[src/rtl/irq_rt_pkg.sv]
package irq_rt_pkg;
  localparam int N_CH  = 4;
  localparam int N_SRC = 2 * N_CH;
  localparam int SRC_W = $clog2(N_SRC);
  localparam int LVL_W = 3;
  localparam int DCH_W = 6;

  typedef struct packed {
    logic             ien;
    logic             dreq;
    logic             den;
    logic             dint;
    logic [LVL_W-1:0] lvl;
  } src_cfg_t;

  // fixed DMA channel map: low half from 0x17, high half from 0x22
  function automatic logic [DCH_W-1:0] dma_chan(input int s);
    int v;
    v = (s < 4) ? (32'h17 + s) : (32'h22 + s - 4);
    return v[DCH_W-1:0];
  endfunction
endpackage

[src/rtl/irq_rt_src.sv]
module irq_rt_src
  import irq_rt_pkg::*;
(
  input  logic             clk_i,
  input  logic             rst_ni,
  input  logic             evt_i,
  input  logic             clr_i,
  input  logic             cfg_we_i,
  input  src_cfg_t         cfg_i,
  input  logic             done_hit_i,
  input  logic             dma_take_i,
  output logic             req_o,
  output logic [LVL_W-1:0] lvl_o,
  output logic             dma_want_o,
  output logic             pend_o
);
  src_cfg_t cfg_q;
  logic     flag_q, cmp_q, div;

  assign div = cfg_q.dreq & cfg_q.den;

  always_ff @(posedge clk_i or negedge rst_ni) begin
    if (!rst_ni) begin
      cfg_q  <= '0;
      flag_q <= 1'b0;
      cmp_q  <= 1'b0;
    end else begin
      if (cfg_we_i) cfg_q <= cfg_i;
      if (evt_i)                    flag_q <= 1'b1;
      else if (clr_i || dma_take_i) flag_q <= 1'b0;
      if (done_hit_i && cfg_q.dint) cmp_q <= 1'b1;
      else if (clr_i)               cmp_q <= 1'b0;
    end
  end

  assign dma_want_o = flag_q & div;
  assign req_o      = cfg_q.ien & ((flag_q & ~div) | cmp_q);
  assign lvl_o      = cfg_q.lvl;
  assign pend_o     = flag_q | cmp_q;
endmodule

[src/rtl/irq_rt_arb.sv]
module irq_rt_arb
  import irq_rt_pkg::*;
(
  input  logic [N_SRC-1:0]            req_i,
  input  logic [N_SRC-1:0][LVL_W-1:0] lvl_i,
  output logic                        vld_o,
  output logic [SRC_W-1:0]            idx_o,
  output logic [LVL_W-1:0]            lvl_o
);
  always_comb begin
    vld_o = 1'b0;
    idx_o = '0;
    lvl_o = '0;
    // strict compare keeps lowest index on a tie
    for (int i = 0; i < N_SRC; i++) begin
      if (req_i[i] && (!vld_o || lvl_i[i] > lvl_o)) begin
        vld_o = 1'b1;
        idx_o = SRC_W'(i);
        lvl_o = lvl_i[i];
      end
    end
  end
endmodule

[src/rtl/irq_rt_dma.sv]
module irq_rt_dma
  import irq_rt_pkg::*;
(
  input  logic             clk_i,
  input  logic             rst_ni,
  input  logic [N_SRC-1:0] want_i,
  output logic [N_SRC-1:0] take_o,
  output logic             trig_o,
  output logic [DCH_W-1:0] ch_o
);
  logic [DCH_W-1:0] ch_d;

  always_comb begin
    take_o = '0;
    ch_d   = '0;
    for (int i = N_SRC - 1; i >= 0; i--) begin
      if (want_i[i]) begin
        take_o = '0;
        take_o[i] = 1'b1;
        ch_d   = dma_chan(i);
      end
    end
  end

  always_ff @(posedge clk_i or negedge rst_ni) begin
    if (!rst_ni) begin
      trig_o <= 1'b0;
      ch_o   <= '0;
    end else begin
      trig_o <= |want_i;
      if (|want_i) ch_o <= ch_d;
    end
  end
endmodule

[src/rtl/irq_dma_router.sv]
module irq_dma_router
  import irq_rt_pkg::*;
(
  input  logic             clk_i,
  input  logic             rst_ni,
  input  logic [N_SRC-1:0] evt_i,
  input  logic             cfg_we_i,
  input  logic [SRC_W-1:0] cfg_src_i,
  input  logic             cfg_ien_i,
  input  logic             cfg_dreq_i,
  input  logic             cfg_den_i,
  input  logic             cfg_dint_i,
  input  logic [LVL_W-1:0] cfg_lvl_i,
  input  logic [N_SRC-1:0] flag_clr_i,
  input  logic             cpu_ie_i,
  input  logic [LVL_W-1:0] cpu_il_i,
  input  logic             dma_done_i,
  input  logic [DCH_W-1:0] dma_done_ch_i,
  output logic [N_SRC-1:0] flag_o,
  output logic             irq_o,
  output logic [SRC_W-1:0] irq_src_o,
  output logic [LVL_W-1:0] irq_lvl_o,
  output logic             dma_trig_o,
  output logic [DCH_W-1:0] dma_ch_o
);
  src_cfg_t                  cfg_w;
  logic [N_SRC-1:0]          req, want, take;
  logic [N_SRC-1:0][LVL_W-1:0] lvl;
  logic                      win_vld;

  assign cfg_w = '{ien: cfg_ien_i, dreq: cfg_dreq_i, den: cfg_den_i,
                   dint: cfg_dint_i, lvl: cfg_lvl_i};

  for (genvar s = 0; s < N_SRC; s++) begin : g_src
    logic done_hit;
    assign done_hit = dma_done_i && (dma_done_ch_i == dma_chan(s));
    irq_rt_src u_src (
      .clk_i      (clk_i),
      .rst_ni     (rst_ni),
      .evt_i      (evt_i[s]),
      .clr_i      (flag_clr_i[s]),
      .cfg_we_i   (cfg_we_i && (cfg_src_i == SRC_W'(s))),
      .cfg_i      (cfg_w),
      .done_hit_i (done_hit),
      .dma_take_i (take[s]),
      .req_o      (req[s]),
      .lvl_o      (lvl[s]),
      .dma_want_o (want[s]),
      .pend_o     (flag_o[s])
    );
  end

  irq_rt_arb u_arb (
    .req_i (req),
    .lvl_i (lvl),
    .vld_o (win_vld),
    .idx_o (irq_src_o),
    .lvl_o (irq_lvl_o)
  );

  irq_rt_dma u_dma (
    .clk_i  (clk_i),
    .rst_ni (rst_ni),
    .want_i (want),
    .take_o (take),
    .trig_o (dma_trig_o),
    .ch_o   (dma_ch_o)
  );

  assign irq_o = win_vld && cpu_ie_i && (cpu_il_i < irq_lvl_o);
endmodule

[config.mk]
export PLATFORM = sky130hd
export DESIGN_NAME = irq_dma_router
export DESIGN_NICKNAME = d
export VERILOG_FILES = /design/src/rtl/irq_rt_pkg.sv /design/src/rtl/irq_rt_src.sv /design/src/rtl/irq_rt_arb.sv /design/src/rtl/irq_rt_dma.sv /design/src/rtl/irq_dma_router.sv
export SDC_FILE = /design/constraint.sdc
export NUM_CORES = 1
export LEC_CHECK = 0
export ABC_AREA = 1
export BUFFER_PORTS_ARGS = -buffer_cell sky130_fd_sc_hd__buf_2
export CAP_MARGIN = 10
export CELL_PAD_IN_SITES_DETAIL_PLACEMENT = 0
export CELL_PAD_IN_SITES_GLOBAL_PLACEMENT = 1
export CORE_ASPECT_RATIO = 1.4
export CORE_UTILIZATION = 42
export DETAILED_ROUTE_END_ITERATION = 10
export GPL_ROUTABILITY_DRIVEN = 0
export GPL_TIMING_DRIVEN = 0
export PLACE_DENSITY = 0.85
export SLEW_MARGIN = 20
export SYNTH_ARGS = -nofsm -noshare
export SYNTH_HDL_FRONTEND = slang
export SYNTH_SLANG_ARGS = --single-unit
[constraint.sdc]
create_clock -name clk_i -period 13.3 [get_ports clk_i]
set_clock_uncertainty 0.05 [all_clocks]
set_input_delay 3.99 -clock clk_i [delete_from_list [all_inputs] [get_ports clk_i]]
set_output_delay 3.99 -clock clk_i [all_outputs]
set_load 0.05 [all_outputs]
======== Word-level counts from Yosys, hierarchy flattened ========
Index checks and enable logic that the tools add are counted.
word-level totals
  flip-flop bits (word level) ............. 79
  bits in latches ......................... 0
  bits in writable memories ............... 0
  memory bits (read-only) ................. 0
  output and inout port bits .............. 22
  word-level logic and storage cells ...... 281
  memories kept ........................... 0
operators by class
  add/sub/neg operators ................... 0
  $mul .................................... 0
  div/mod/pow operators ................... 0
  order comparisons ....................... 8
  equality and inequality tests ........... 15
  shifts and indexed selects .............. 0
  multiplexer cells ....................... 71
  bitwise operators ....................... 56
  reductions and logical operators ........ 73
operators with widths
  cell                                                                   count
  8-bit two-way mux                                                      8
  6-bit two-way mux                                                      8
  1-bit two-way mux                                                      41
  3-bit two-way mux                                                      12
  1-bit logical AND                                                      33
  1-bit bitwise AND                                                      32
  2-bit nonzero test                                                     16
  6-bit by 5-bit equality test with 1-bit output, second input constant  4
  6-bit equality test, second input constant                             4
  3-bit > comparator                                                     7
  1-bit bitwise OR                                                       16
  1-bit logical OR                                                       15
  3-bit equality test, second input constant                             4
  1-bit NOT                                                              8
  8-bit OR reduction                                                     1
  1-bit logical NOT                                                      7
  3-bit by 2-bit equality test with 1-bit output, second input constant  2
  2-bit two-way mux                                                      2
  3-bit by 1-bit equality test with 1-bit output, second input constant  1
  3-bit logical NOT                                                      1
  3-bit < comparator                                                     1

======== Depth between registers and ports, before layout ========
Gate-level depths: netlist of the first run.
  depth after elaboration ................. 36
  depth in mapped cells ................... 70
  gate-level depth less buffers ........... 70

======== Cells and area by module ========
From an unflattened synthesis of the first run, not the netlist that was laid out.
second synthesis, totals
  cells, all modules ...................... 667
  area total of the unflattened synthesis .. 4968.5 um^2
modules (own cells, without submodules)
  module          times used  cells each  area an instance (um^2)
  irq_rt_src      8           47          412.9
  irq_rt_arb      1           173         968.4
  irq_rt_dma      1           63          457.9
  irq_dma_router  1           55          239.0

======== Worst setup path before layout of the first run ========
No wires, ideal clock.
  path kind ............................... register to output
  start point ............................. register g_src[0].u_src.cfg_q[5] (netlist name)
  end point ............................... output port irq_o
  arrival ................................. 8.366 ns
  data required time ...................... 9.260 ns
  slack ................................... 0.894 ns
  cell stages (with the launch flop) ...... 66
  cells stage by stage .................... dfrtp_1 > nand2_2 > nand2_4 > a21oi_4 > nand2_1 > ha_1 > a21oi_1 > nand2_1 > nand2_1 > nand2_2 > nand2_4 > o21ai_2 > ha_1 > nand2_1 > o21ai_0 > nand2_1 > nand2_1 > nand2_2 > [... 30 more ...] > nand2_1 > inv_2 > nor2_4 > inv_2 > or2_2 > nand2_1 > ha_1 > a21oi_1 > o21ai_0 > nand2_1 > nand2_1 > nand2_4 > nand3_1 > o21ai_1 > ha_1 > nand2_1 > o2111ai_1 > a21oi_1
on the way
  cells in the longest elaborated chain, start to end .. 36
  elaborated cells on any way between the ends .. 52
RTL lines
  item                                                            RTL line              RTL
  start, declared                                                 irq_rt_src.sv:17      src_cfg_t cfg_q;
  start signal, assigned                                          irq_rt_src.sv:28      if (cfg_we_i) cfg_q <= cfg_i;
  1-bit bitwise AND *                                             irq_rt_src.sv:20      assign div = cfg_q.dreq & cfg_q.den;
  1-bit NOT *                                                     irq_rt_src.sv:37      assign req_o = cfg_q.ien & ((flag_q & ~div) | cmp_q);
  1-bit bitwise AND *                                             irq_rt_src.sv:37
  1-bit bitwise OR *                                              irq_rt_src.sv:37
  1-bit bitwise AND *                                             irq_rt_src.sv:37
  3-bit two-way mux / 1-bit two-way mux (equally long branches)   irq_rt_arb.sv:16      if (req_i[i] && (!vld_o || lvl_i[i] > lvl_o)) begin
  3-bit > comparator / 1-bit logical NOT (equally long branches)  irq_rt_arb.sv:16
  1-bit logical OR                                                irq_rt_arb.sv:16
  [... 20 more ...]                                               n/a
  1-bit logical AND                                               irq_rt_arb.sv:16
  3-bit two-way mux / 1-bit two-way mux (equally long branches)   irq_rt_arb.sv:16
  3-bit > comparator / 1-bit logical NOT (equally long branches)  irq_rt_arb.sv:16
  1-bit logical OR                                                irq_rt_arb.sv:16
  1-bit logical AND                                               irq_rt_arb.sv:16
  3-bit two-way mux / 1-bit two-way mux (equally long branches)   irq_rt_arb.sv:16
  3-bit < comparator / 1-bit logical AND (equally long branches)  irq_dma_router.sv:70  assign irq_o = win_vld && cpu_ie_i && (cpu_il_i < irq_lvl_o);
  1-bit logical AND *                                             irq_dma_router.sv:70
  end, declared                                                   irq_dma_router.sv:20  output logic irq_o,
Mark *: on every way between the ends. The rest lies on a longest branch, timed or not.

======== Worst setup path after layout of the first run ========
  start point ............................. register g_src[0].u_src.cfg_q[4] (netlist name)
  end point ............................... output port irq_o
The elaborated chain is that of the path after synthesis.

==> impl_results.md, run 1 <==
- Total Routing Usage GR: 21.22%
- Vias: 3,893
- H-tree depth: 3
- N_diodes: 0
- Crit Path Category: reg -> out
- Initial antenna violation count: 0
- Clock Path Buffers: 2
- Worst path most repeated cell: nand2_1
- Path category of the worst min-delay check: reg -> reg
- Clk_lat worst skew: 0.34 ns
- Req. time, crit path: 9.26 ns
- Final Cell Area: 5483 µm²
- Port Buffers: 61
- Total power: 1.085 mW
- Die Wd: 88.79 µm
- Tcrit/Tclk final: 95.56%
- Rel. slew slack: 40.26%
- Area delta synth->final: 23.79%
- Top cell type's share of synthesized area: 44.63%
- Num CTS Buffers: 9
- Share of layout cells above drive strength 1: 26.22%
- Clock sink count: 79
- Post-synth top flop: dfrtp_1
- Crit path largest cell delay: 0.38 ns
- Leak pwr: 2.813 nW
- Vias in the first global route: 3,715
- Maximum clock rate: 78.68 MHz
- Root cell of the clock tree: clkbuf_16
- Avg WL per Cell: 13.92 µm
- Tightest Pin Transition: 0.8892 ns
- Top-count cell post-synth: nand2_1
- Placed insts: 753
- DIE HEIGHT: 123.5 µm
- Initial Utilization: 43.02%
- Worst Hold Slack: 0.4284 ns
- Routed WL: 10.79 mm
- Synthesis Warnings: 0
- DRT Pass-1 Iters: 4
- Cell Count, Final, Fillers Out: 775
- Boundary Pins: 62
- Post-synthesis sequential area ratio: 44.63%
- Final count of hold timing violations: 0
- Commonest cells post-synth: 135 x nand2_1, 79 x dfrtp_1, 72 x o21ai_0
- Synth Instances: 553
- # DRC: 0
- Critical path fanouts, max: 9
- # fillers: 1,009
- Placed cell areas: 4937 µm²
- Iter 0 DRT Violations: 193
- First-pass GRT wire length: 17.47 mm
- Slew Limit Fails: 0
- Worst-path clk slew: 0.06 ns
- Tmin final: 12.71 ns
- Crit path capture type: output pin
- Synth unique cells: 35
- Vias/cell: 5.023
- Crit path DAT: 8.67 ns
- Yosys reg bits: 79
- Worst IR Drop VDD: 144.6 µV
- Core region area: 10,290 µm²
- EDFF count, synth: 0
- Startpoint Class: flip-flop
- Final Setup Violations: 0
- DRT antenna net count: 0
- Fin nets: 696
- Cell at the slowest stage of the critical path: dfrtp_1
- Max-cap violations: 0
- Syn_area_per_cell: 8.009 µm²
- Largest net degree at the start of global routing: 57
- Status: finished, final reports clean
- Ys async rst share: 100.0%
- CTS tree: built
- FP Rows: 44
- Die area: 10,970 µm²
- Total grt overflow: 0
- Syn nets: 616
- Hpwl dp: 8.276 mm
- Pwr/cell area: 197.9 nW/µm²
- Synthesized cell area: 4429 µm²
- Setup total negative slack: 0 ns
- Cell taking the most area after synthesis: dfrtp_1
- Largest cells by area after synthesis: dfrtp_1 45%, nand2_1 11%, o21ai_0 8.1%
flip-flops by register name (all words and copies together), names as in the netlist:
name	flops
g_src.u_src.cfg_q	32
g_src.u_src.cmp_q	8
g_src.u_src.flag_q	8
g_src.u_src.lvl_o	24
u_dma.ch_o	6
u_dma.trig_o	1
layout by cell type, fill, tap and decap left out, types with 5 or more instances in the layout:
cell       netlist  routed
o21ai_1          2       5
nor3_1           7       7
ha_4             0       8
nand3_1         34      33
nand2_4          3       8
inv_2            9       9
o211ai_1         5       5
nand2_1        135     128
a21oi_1         15      12
buf_2            0      59
inv_1           60      59
clkbuf_1         8       9
nand2_2         23      25
buf_4            8      16
clkbuf_16        0       9
dfrtp_1         79      79
ha_1            23      15
nor2_1          26      26
o21ai_0         72      68
o21bai_1         5       5
stage by stage:
step | util (%) | worst slack, ns
after CTS | 50.86 | 0.02063
final | 53.26 | 0.5899
after global routing | 53.26 | -0.04750
after floorplan | - | 0.8936
after detailed placement | 47.96 | 0.3968
after global placement | 47.67 | 0.6318
worst paths after layout:
check                                        start                 endpoint  slack (ns)  cells past startpoint
min reg2reg                          u_dma.ch_o[4]            u_dma.ch_o[4]        0.43                      2
max reg2reg                g_src[2].u_src.cfg_q[5]    g_src[4].u_src.flag_q       11.54                     10
min                                  u_dma.ch_o[4]            u_dma.ch_o[4]        0.43                      2
min in group asynchronous                   rst_ni  g_src[7].u_src.lvl_o[0]        3.50                      1
max in group asynchronous                   rst_ni     g_src[2].u_src.cmp_q        9.13                      2
max                        g_src[0].u_src.cfg_q[4]                    irq_o        0.59                     69
where the power goes:
group | internal [mW] | switching (mW) | leakage (nW)
Combinational | 0.182 | 0.339 | 1.69
Sequential | 0.286 | 0.0335 | 0.977
Clock | 0.154 | 0.0911 | 0.145
worst max-delay path, delay by kind of cell (launching register included):
family / cells / cell delay [ns]
adders and majority gates: 8 / 2.04
buffers and inverters: 7 / 0.75
AOI/OAI and AO/OA: 12 / 1.44
DFF: 1 / 0.38
and+or+nand+nor: 42 / 3.70
per-layer routing:
layer	wire length, µm	GRT usage (%)	part of all wire [%]
met1	4608	26.10	43
met5	0	0	0
met2	5662	37.60	52
met4	193	7.460	1.8
met3	323	2.870	3.0
layout make-up:
class	instances	area, µm²	area share (%)
Buffer	16	90.09	1.643
Clock buffer	12	256.5	4.678
Clock inverter	3	42.54	0.7759
Inverter	70	265.3	4.838
Multi-Input combinational cell	388	2285	41.67
Sequential cell	79	1977	36.06
Tap cell	138	172.7	3.149
Timing Repair Buffer	69	394.1	7.188
repair_timing:
item	4_1_cts	5_1_grt
buffers inserted	0	7
resized for setup	0	39
setup endpoints to repair	0	7
hold buffers	0	0
kinds of logic (layout without fill, tap and decap cells):
| family | Yosys count | count (layout) | share of synthesized area (%) |
|---|---|---|---|
| AOI/OAI and AO/OA | 113 | 113 | 14.72 |
| DFF | 79 | 79 | 44.63 |
| and+or+nand+nor | 252 | 252 | 26.19 |
| buffers and inverters | 86 | 170 | 7.966 |
| adders and majority gates | 23 | 23 | 6.497 |
(Power assumes the default switching activity.)
==> run 2, diff against run 1 <==
==> constraint.sdc (replaced) <==
create_clock -name clk_i -period 13.28 [get_ports clk_i]
set_clock_uncertainty 0.05 [all_clocks]
set_input_delay 3.984 -clock clk_i [delete_from_list [all_inputs] [get_ports clk_i]]
set_output_delay 3.984 -clock clk_i [all_outputs]
set_load 0.05 [all_outputs]
==> run 2 against run 1 <==
Compared with the run above:
- design area barely moved
- critical path depth is the same
- die area unchanged
- flip-flop and latch count unchanged
- highest routed layer unchanged
==> impl_results.md, run 2 (synthesized netlist as in run 1, its figures left out) <==
- Share of layout cells above drive strength 1: 26.22% (unchanged)
- Req. time, crit path: 9.25 ns (about the same)
- Clock Path Buffers: 2 (unchanged)
- Rel. slew slack: 39.82% (-0.45 points)
- Status: finished, final reports clean
- Post-route setup slack: 0.5536 ns (-0.03635 ns)
- Iter 0 DRT Violations: 198 (+2.6%)
- Hold_buf cts: 0 (unchanged)
- Commonest non-fill, non-tap cell in the layout: nand2_1
- Routed WL: 10.86 mm (+0.71%)
- Boundary Pins: 62 (unchanged)
- Leak pwr: 2.815 nW (about the same)
- DRT Pass-1 Iters: 4 (unchanged)
- Crit Path Category: reg -> out
- Area of the multi-input gates: 2287 µm² (+0.11%)
- Tmin final: 12.73 ns
- Tcrit/Tclk final: 95.83%
- Total grt overflow: 0 (unchanged)
- Register area: 1977 µm² (unchanged)
- H-tree depth: 3 (unchanged)
- Num CTS Buffers: 9 (unchanged)
- FP Rows: 44 (unchanged)
- Avg WL per Cell: 14.02 µm (+0.71%)
- Path category of the worst min-delay check: reg -> reg
- Cell at the slowest stage of the critical path: dfrtp_1
- Critical path fanouts, max: 9 (unchanged)
- Placed cell areas: 4937 µm² (unchanged)
- Total power: 1.088 mW (+0.29%)
- Vias/cell: 5.031 (+0.15%)
- Placed insts: 753 (unchanged)
- # DRC: 0 (unchanged)
- Final Setup Violations: 0 (unchanged)
- Setup total negative slack: 0 ns (unchanged)
- First-pass GRT wire length: 17.47 mm (unchanged)
- Core region area: 10,290 µm² (unchanged)
- Clock sink count: 79 (unchanged)
- Pwr/cell area: 198.4 nW/µm² (+0.24%)
- Final Cell Area: 5485 µm² (about the same)
- Commonest non-fill, non-tap cells in the layout: 128 x nand2_1, 79 x dfrtp_1, 68 x o21ai_0
- Largest net degree at the start of global routing: 57 (unchanged)
- Crit path largest cell delay: 0.38 ns (about the same)
- Initial antenna violation count: 0 (unchanged)
- Max-cap violations: 0 (unchanged)
- Total Routing Usage GR: 21.22% (unchanged)
- Area delta synth->final: 23.84% (about the same)
- Biggest register: g_src.u_src.cfg_q
- Maximum clock rate: 78.58 MHz
- Vias: 3,899 (+0.15%)
- N_diodes: 0 (unchanged)
- Crit path DAT: 8.69 ns (+0.02 ns)
- Worst IR Drop VDD: 144.7 µV (+0.14%)
- Slew Limit Fails: 0 (unchanged)
- Hpwl dp: 8.276 mm (unchanged)
- Clk_lat worst skew: 0.34 ns (about the same)
- Cell Count, Final, Fillers Out: 775 (unchanged)
- DRT antenna net count: 0 (unchanged)
- Worst-path clk slew: 0.06 ns (about the same)
- Startpoint Class: flip-flop
- Initial Utilization: 43.02% (unchanged)
- Util after Layout: 53.28% (about the same)
- Tightest Pin Transition: 0.8959 ns (+0.006671 ns)
- Fin nets: 696 (unchanged)
- Worst Hold Slack: 0.4285 ns (+0.00006500 ns)
- Crit path capture type: output pin
- Final count of hold timing violations: 0 (unchanged)
- # fillers: 1,012 (+0.30%)
- Die area: 10,970 µm² (unchanged)
- CTS tree: built
- Die Wd: 88.79 µm (unchanged)
- Vias in the first global route: 3,715 (unchanged)
- Number of flip-flops in the largest register: 32 (unchanged)
- DIE HEIGHT: 123.5 µm (unchanged)
- Worst path most repeated cell: nand2_1
- Root cell of the clock tree: clkbuf_16
- Port Buffers: 61 (unchanged)
- Pre-CTS setup slack: 0.3828 ns (-0.01400 ns)
-- run 2: cell counts in the layout (fill, tap and decap cells not counted) --
No cell type changed its count.
-- run 2: area by class of cell --
class | instances | share of cell area, %
multi-input combinational | 388 | 41.70
sequential | 79 | 36.04
timing repair buffer | 69 | 7.185
inverter | 70 | 4.836
clock buffer | 12 | 4.676
tap | 138 | 3.148
buffer | 16 | 1.642
clock inverter | 3 | 0.7755
-- run 2: final timing paths --
check | from | to | slack [ns] | cells after the start
max in group asynchronous | rst_ni | g_src[3].u_src.cmp_q | 9.11 | 2
worst max-delay path | g_src[0].u_src.cfg_q[4] | irq_o | 0.55 | 69
worst min-delay path | u_dma.ch_o[4] | u_dma.ch_o[4] | 0.43 | 2
worst max register to register | g_src[1].u_src.cfg_q[5] | g_src[4].u_src.flag_q | 11.51 | 10
worst min register to register | u_dma.ch_o[4] | u_dma.ch_o[4] | 0.43 | 2
min in group asynchronous | rst_ni | g_src[7].u_src.lvl_o[0] | 3.49 | 1
-- run 2: metal layers --
metal	GRT usage, %	up-vias	routed length, µm	share of wire (%)
met5	0	-	0	0
li1	-	1960	-	-
met4	7.460	0	249	2.3
met1	26.10	1851	4721	43
met3	2.870	18	285	2.6
met2	37.60	70	5607	52
-- run 2: timing repair --
action | in CTS | in global routing
endpoints found under the setup margin | 0 | 7
setup buffers | 0 | 7
resized for setup | 0 | 40
-- run 2: critical path: cells and delay by family (launching register included) --
kind | cells | cell delay [ns]
AND/OR/NAND/NOR | 42 | 3.70
adder cells (fa/ha/maj) | 8 | 2.05
AO/OA/AOI/OAI | 12 | 1.44
buffers and inverters | 7 | 0.75
flip-flops | 1 | 0.38
-- run 2: power breakdown --
part	internal [mW]	switching, mW	total, mW
combinational	0.183	0.340	0.523
sequential	0.286	0.0335	0.319
clock	0.154	0.0920	0.246
total	0.623	0.465	1.09
